## src/rtl/dac_ctrl_pkg.sv

```systemverilog
package dac_ctrl_pkg;

    localparam int WORD_W = 16;
    localparam int OP_W   = 4;

    typedef enum logic [OP_W-1:0] {
        OP_NOP      = 4'h0,
        OP_WR_CODE  = 4'h1,
        OP_LOAD     = 4'h2,
        OP_WR_LOAD  = 4'h3,
        OP_WR_RET   = 4'h4,
        OP_SW_GATE  = 4'h5,
        OP_AUX_MODE = 4'h6
    } op_e;

    typedef enum logic [1:0] {
        AUX_NONE  = 2'b00,
        AUX_CLEAR = 2'b01,
        AUX_GATE  = 2'b10,
        AUX_SPARE = 2'b11
    } aux_mode_e;

    typedef enum logic [1:0] {
        F_IDLE  = 2'b00,
        F_OPEN  = 2'b01,
        F_TAINT = 2'b10
    } frame_state_e;

endpackage

```

## src/rtl/dac_pin_sync.sv

```systemverilog
module dac_pin_sync #(
    parameter int              W       = 1,
    parameter int              STAGES  = 2,
    parameter logic [W-1:0]    IDLE_V  = '1
) (
    input  logic         clk,
    input  logic         rst_n,
    input  logic [W-1:0] pin_in,
    output logic [W-1:0] pin_out
);

    logic [W-1:0] stage_q [STAGES];

    always_ff @(posedge clk or negedge rst_n) begin
        if (!rst_n) stage_q[0] <= IDLE_V;
        else        stage_q[0] <= pin_in;
    end

    for (genvar s = 1; s < STAGES; s++) begin : g_stage
        always_ff @(posedge clk or negedge rst_n) begin
            if (!rst_n) stage_q[s] <= IDLE_V;
            else        stage_q[s] <= stage_q[s-1];
        end
    end

    assign pin_out = stage_q[STAGES-1];

endmodule

```

## src/rtl/dac_frame_fsm.sv

```systemverilog
module dac_frame_fsm
    import dac_ctrl_pkg::*;
(
    input  logic clk,
    input  logic rst_n,
    input  logic frame_en,
    input  logic clr_active,
    output logic tainted,
    output logic blocked
);

    frame_state_e state_q, state_d;

    always_ff @(posedge clk or negedge rst_n) begin
        if (!rst_n) state_q <= F_IDLE;
        else        state_q <= state_d;
    end

    always_comb begin
        state_d = state_q;
        unique case (state_q)
            F_IDLE: begin
                if (frame_en) state_d = clr_active ? F_TAINT : F_OPEN;
            end
            F_OPEN: begin
                if (!frame_en)       state_d = F_IDLE;
                else if (clr_active) state_d = F_TAINT;
            end
            F_TAINT: begin
                if (!frame_en) state_d = F_IDLE;
            end
            default: state_d = F_IDLE;
        endcase
    end

    always_comb begin
        tainted = (state_q == F_TAINT);
        blocked = tainted || clr_active;
    end

endmodule

```

## src/rtl/dac_reg_bank.sv

```systemverilog
module dac_reg_bank
    import dac_ctrl_pkg::*;
#(
    parameter int DAC_W = 12
) (
    input  logic              clk,
    input  logic              rst_n,
    input  logic              cmd_fire,
    input  logic [OP_W-1:0]   cmd_op,
    input  logic [WORD_W-1:0] cmd_data,
    input  logic              blocked,
    input  logic              clr_active,
    input  logic              ldac_low,
    input  logic              aux_low,
    output logic [DAC_W-1:0]  code_q,
    output logic [DAC_W-1:0]  dac_q,
    output logic [DAC_W-1:0]  ret_q,
    output aux_mode_e         mode_q,
    output logic              sw_gate_q,
    output logic              gate_on,
    output logic [DAC_W-1:0]  dac_code
);

    localparam int MSB = WORD_W - 1;

    logic [DAC_W-1:0] field;
    logic [DAC_W-1:0] code_d, dac_d, ret_d;
    aux_mode_e        mode_d;
    logic             sw_gate_d;
    logic             cmd_ok;

    assign field  = cmd_data[MSB -: DAC_W];
    assign cmd_ok = cmd_fire && !blocked;

    always_comb begin
        code_d    = code_q;
        dac_d     = dac_q;
        ret_d     = ret_q;
        mode_d    = mode_q;
        sw_gate_d = sw_gate_q;
        if (cmd_fire && cmd_op == OP_AUX_MODE) begin
            mode_d = aux_mode_e'(cmd_data[1:0]);
        end
        if (clr_active) begin
            code_d = ret_q;
            dac_d  = ret_q;
        end else begin
            if (cmd_ok) begin
                unique case (cmd_op)
                    OP_WR_CODE: code_d = field;
                    OP_LOAD:    dac_d  = code_q;
                    OP_WR_LOAD: begin
                        code_d = field;
                        dac_d  = field;
                    end
                    OP_WR_RET:  ret_d     = field;
                    OP_SW_GATE: sw_gate_d = cmd_data[0];
                    default:    ;
                endcase
            end
            if (ldac_low) dac_d = code_d;
        end
    end

    always_ff @(posedge clk or negedge rst_n) begin
        if (!rst_n) begin
            code_q    <= '0;
            dac_q     <= '0;
            ret_q     <= '0;
            mode_q    <= AUX_NONE;
            sw_gate_q <= 1'b0;
        end else begin
            code_q    <= code_d;
            dac_q     <= dac_d;
            ret_q     <= ret_d;
            mode_q    <= mode_d;
            sw_gate_q <= sw_gate_d;
        end
    end

    always_comb begin
        gate_on  = sw_gate_q || (mode_q == AUX_GATE && aux_low);
        dac_code = gate_on ? ret_q : dac_q;
    end

endmodule

```

## src/rtl/dac_code_ctrl.sv

```systemverilog
module dac_code_ctrl
    import dac_ctrl_pkg::*;
#(
    parameter int DAC_W     = 12,
    parameter int SYNC_DEPTH = 2
) (
    input  logic             clk,
    input  logic             rst_n,
    input  logic             frame_en,
    input  logic             cmd_valid,
    input  logic [3:0]       cmd_op,
    input  logic [15:0]      cmd_data,
    input  logic             ldac_n,
    input  logic             aux_n,
    output logic [DAC_W-1:0] dac_code
);

    logic [1:0]       pins_s;
    logic             ldac_low, aux_low;
    logic             clr_active, tainted, blocked, cmd_fire;
    logic [DAC_W-1:0] code_q, dac_q, ret_q;
    aux_mode_e        mode_q;
    logic             sw_gate_q, gate_on;

    dac_pin_sync #(
        .W      (2),
        .STAGES (SYNC_DEPTH),
        .IDLE_V (2'b11)
    ) u_sync (
        .clk     (clk),
        .rst_n   (rst_n),
        .pin_in  ({aux_n, ldac_n}),
        .pin_out (pins_s)
    );

    assign ldac_low   = !pins_s[0];
    assign aux_low    = !pins_s[1];
    assign clr_active = (mode_q == AUX_CLEAR) && aux_low;
    assign cmd_fire   = cmd_valid && frame_en;

    dac_frame_fsm u_fsm (
        .clk        (clk),
        .rst_n      (rst_n),
        .frame_en   (frame_en),
        .clr_active (clr_active),
        .tainted    (tainted),
        .blocked    (blocked)
    );

    dac_reg_bank #(
        .DAC_W (DAC_W)
    ) u_regs (
        .clk        (clk),
        .rst_n      (rst_n),
        .cmd_fire   (cmd_fire),
        .cmd_op     (cmd_op),
        .cmd_data   (cmd_data),
        .blocked    (blocked),
        .clr_active (clr_active),
        .ldac_low   (ldac_low),
        .aux_low    (aux_low),
        .code_q     (code_q),
        .dac_q      (dac_q),
        .ret_q      (ret_q),
        .mode_q     (mode_q),
        .sw_gate_q  (sw_gate_q),
        .gate_on    (gate_on),
        .dac_code   (dac_code)
    );

endmodule

```

## config.mk

```make
export PLATFORM = sky130hd
export DESIGN_NAME = dac_code_ctrl
export DESIGN_NICKNAME = d
export VERILOG_FILES = /design/src/rtl/dac_ctrl_pkg.sv /design/src/rtl/dac_pin_sync.sv /design/src/rtl/dac_frame_fsm.sv /design/src/rtl/dac_reg_bank.sv /design/src/rtl/dac_code_ctrl.sv
export SDC_FILE = /design/constraint.sdc
export NUM_CORES = 1
export LEC_CHECK = 0
export BUFFER_PORTS_ARGS = -buffer_cell sky130_fd_sc_hd__buf_2
export CORE_ASPECT_RATIO = 0.75
export CORE_MARGIN = 8
export CORE_UTILIZATION = 50
export CTS_BUF_LIST = sky130_fd_sc_hd__clkbuf_8
export DETAILED_ROUTE_END_ITERATION = 6
export HOLD_SLACK_MARGIN = 0.15
export PLACE_DENSITY = 0.8
export SLEW_MARGIN = 25
export SYNTH_ARGS = -nofsm -noshare
export SYNTH_HDL_FRONTEND = slang
export SYNTH_SLANG_ARGS = --single-unit
```

## constraint.sdc

```tcl
create_clock -name clk -period 5.35 [get_ports clk]
set_input_delay 1.07 -clock clk [delete_from_list [all_inputs] [get_ports clk]]
set_output_delay 1.07 -clock clk [all_outputs]
set_load 0.02 [all_outputs]
```

==> metrics.yaml <==
yosys:
  synthMuxAreaShare_pct: 17.3
  synth-simple-area-share_pct: 17.4
  syn_nets: 259
  syn_area_um2: 2460
  synth_compound_area_share_pct: 15.8
  synth_xor_area_share_pct: 0
  synth-adder-area-share_pct: 0
  synth_area_per_cell_um2: 10.6
  synth.distinct_cells: 32
  synth_edf_count: 0
  ys_warn_count: 0
  synth_seq_area_share_pct: 46.0
  async_flop_share_pct: 100
  ys_ff_latch: 45
  ys.flop_type: "dfrtp_1"
  synth_area_leaders: "dfrtp_1 42%, mux2_2 12%, nand2_1 6.0%"
  yosysTopAreaCell: "dfrtp_1"
  yosysTopAreaCellShare_pct: 41.7
  synth_top_family_by_area: "simple AND/OR/NAND/NOR gates"
  synthCells: 233
timing:
  final-hold-violation-count: 0
  period_share_pct: 53.5
  clock.fmax_mhz: 349
  drv_slew: 0
  tns_ns: 0
  setup_viol: 0
  grt_setup_unrepaired: "no"
  whs_ns: 0.359
  skew_ns: 0.00289
  max_slew_margin_pct: 45.6
  period_minus_slack_ns: 2.86
  tightest_slew_ns: 0.812
place:
  dp_cells: 315
  hpwl_mm: 3.80
  io_buffers: 35
  routabilityCongestion: 0.808
hold_path:
  holdCritPathClass: "flop to flop"
  holdPathStages: 0
clocking:
  cts_root_buffer: "clkbuf_8"
  clk-insertion-delay-late_ns: 0.30
  h-tree-depth: 2
  cts_num_sinks: 45
  cts_setup_buffers: 0
  cts_resized: 0
  postCtsHoldBufs: 0
  clk_path_buf_depth: 2
  cts_tree: "done"
  path_clk_slew_ns: 0.08
  cts_buffers: 5
power:
  p_leak_nw: 1.17
  p_sw_mw: 0.350
  p_comb_share_pct: 31.7
  pwr-share-seq_pct: 46.0
  switching_share_pct: 33.5
  irDropWorstVdd_v: 0.000176
  power.density_nw_per_um2: 377
  power.internal_mw: 0.694
  clkPwrFrac_pct: 22.3
detailed_routing:
  routed_via_density: 6.08
  antenna_left: 0
  post_drt_wl_per_cell_um: 18.2
  wl_mm: 5.89
  via_count: 1970
  drt_iter0_markers: 144
  drcViolationCount: 0
  dr.pass1.iters: 4
setup_path:
  crit_type: "flop to primary output"
  cp-end-kind: "primary output"
  rr_worst_depth: 4
  crit_required_ns: 4.28
  arrival_ns: 1.79
  startpoint_type: "flop"
  critPathMaxFanout: 12
cells_and_area:
  syn2layout_area_growth_pct: 12.8
  antenna_cells: 0
  drive_above_1_share_pct: 32.2
  final_cells: 324
  nFillCells: 426
  final_util_pct: 57.6
  final_nets: 289
floorplanning:
  die-area_um2: 7440
  die_h_um: 76.7
  core-area_um2: 4820
  pin_count: 38
  row_count: 22
  initial_core_util_pct: 51.0
  die_w_um: 97.0
outcome:
  outcome: "complete, no violations"
global_route:
  grt_use_total_pct: 15.9
  grt_pass1_vias: 2014
  grt_max_degree: 46
  top_usage_layer: "met2"
  gr-total-overflow: 0
  grt_pass1_wl_mm: 9.89
  antenna_found_initial: 0
  use_met2_pct: 24.3
  use_met1_pct: 20.6
  use_met3_pct: 4.83
run:
  cap_violations: 0
==> final timing paths <==
path	startpoint	to	slack, ns
worst min-delay path	u_sync.stage_q[2]	u_sync.pin_out[0]	0.36
max in group asynchronous	rst_n	u_regs.dac_q[6]	4.21
worst max-delay path	u_sync.pin_out[1]	dac_code[10]	2.49
worst max register to register	u_fsm.state_q[1]	u_regs.ret_q[4]	3.07
min in group asynchronous	rst_n	u_regs.mode_q[1]	0.76
worst min register to register	u_sync.stage_q[2]	u_sync.pin_out[0]	0.36
==> layer usage <==
| layer | up-vias | routed length [um] |
|---|---|---|
| met2 | 77 | 2600 |
| met1 | 941 | 2780 |
| li1 | 942 | - |
| met5 | - | 0 |
| met4 | 0 | 95 |
| met3 | 10 | 415 |
==> Yosys cell counts (2+ instances only) <==
cell      instances
a21oi_1          13
buf_2             5
buf_4             2
buf_6             2
clkbuf_1          7
dfrtp_1          41
dfstp_2           4
mux2_2           27
mux2i_1          12
nand2_1          39
nand2b_1          2
nand3_1          12
nand4_1          12
nor3b_1           3
o211ai_1         12
o22a_1           12
o31ai_1          12
or3b_1            2
==> cell families after synthesis <==
| family | count (synthesis) |
|---|---|
| flops | 45 |
| buf+inv | 16 |
| compound gates | 52 |
| mux | 39 |
| simple gates | 81 |
==> state kept, by name, summed over array words and instances (netlist names) <==
register and cells:
u_regs.sw_gate_q 1, u_regs.dac_q 12, u_regs.ret_q 12, u_regs.code_q 12, u_sync.stage_q 2, u_fsm.state_q 2, u_regs.mode_q 2, u_sync.pin_out 2
==> power groups by stage <==
stage	logic (mW)	registers [mW]	clock network, mW
2_1_floorplan	0.251	0.469	0
3_3_place_gp	0.321	0.481	0
3_5_place_dp	0.330	0.486	0
4_1_cts	0.332	0.479	0.236
5_1_grt	0.365	0.491	0.250
6_report	0.331	0.480	0.233
==> through the flow <==
step / power [mW] / instance area (um^2) / worst slack [ns]
floorplan: 0.721 / 2460 / 2.85
global placement: 0.802 / 2640 / 2.17
detailed placement: 0.816 / 2660 / 2.25
CTS: 1.05 / 2760 / 2.47
global route: 1.11 / 2770 / 2.38
finish: 1.04 / 2770 / 2.49
==> worst max-delay path, stage by stage (launching register included) <==
cell and delay, ns:
dfstp_2 0.55, nor2_1 0.04, a21oi_1 0.13, buf_4 0.25, mux2_2 0.36, buf_2 0.16
==> placed cells by master, fill, tap and decap left out, types with 2 or more instances in the layout <==
| master | synthesis | routed |
|---|---|---|
| dfrtp_1 | 41 | 41 |
| nand2_1 | 39 | 39 |
| buf_2 | 5 | 34 |
| mux2_2 | 27 | 27 |
| a21oi_1 | 13 | 13 |
| nand3_1 | 12 | 12 |
| mux2i_1 | 12 | 12 |
| o211ai_1 | 12 | 12 |
| nand4_1 | 12 | 12 |
| o31ai_1 | 12 | 12 |
| o22a_1 | 12 | 12 |
| clkbuf_8 | 0 | 7 |
| buf_4 | 2 | 4 |
| dfstp_2 | 4 | 4 |
| nor3b_1 | 3 | 3 |
| nand2b_1 | 2 | 2 |
| or3b_1 | 2 | 2 |
==> final cells by class <==
cell class	count	area, um^2	share of cell area (%)
multi-input cells	172	1250	45.2
repair buffers	39	211	7.63
well taps	60	75.1	2.71
clock inverters	1	5.00	0.181
flip-flops and latches	45	1130	40.8
clock buffers	7	96.3	3.47
No activity file was read; power rests on OpenSTA's default activity.
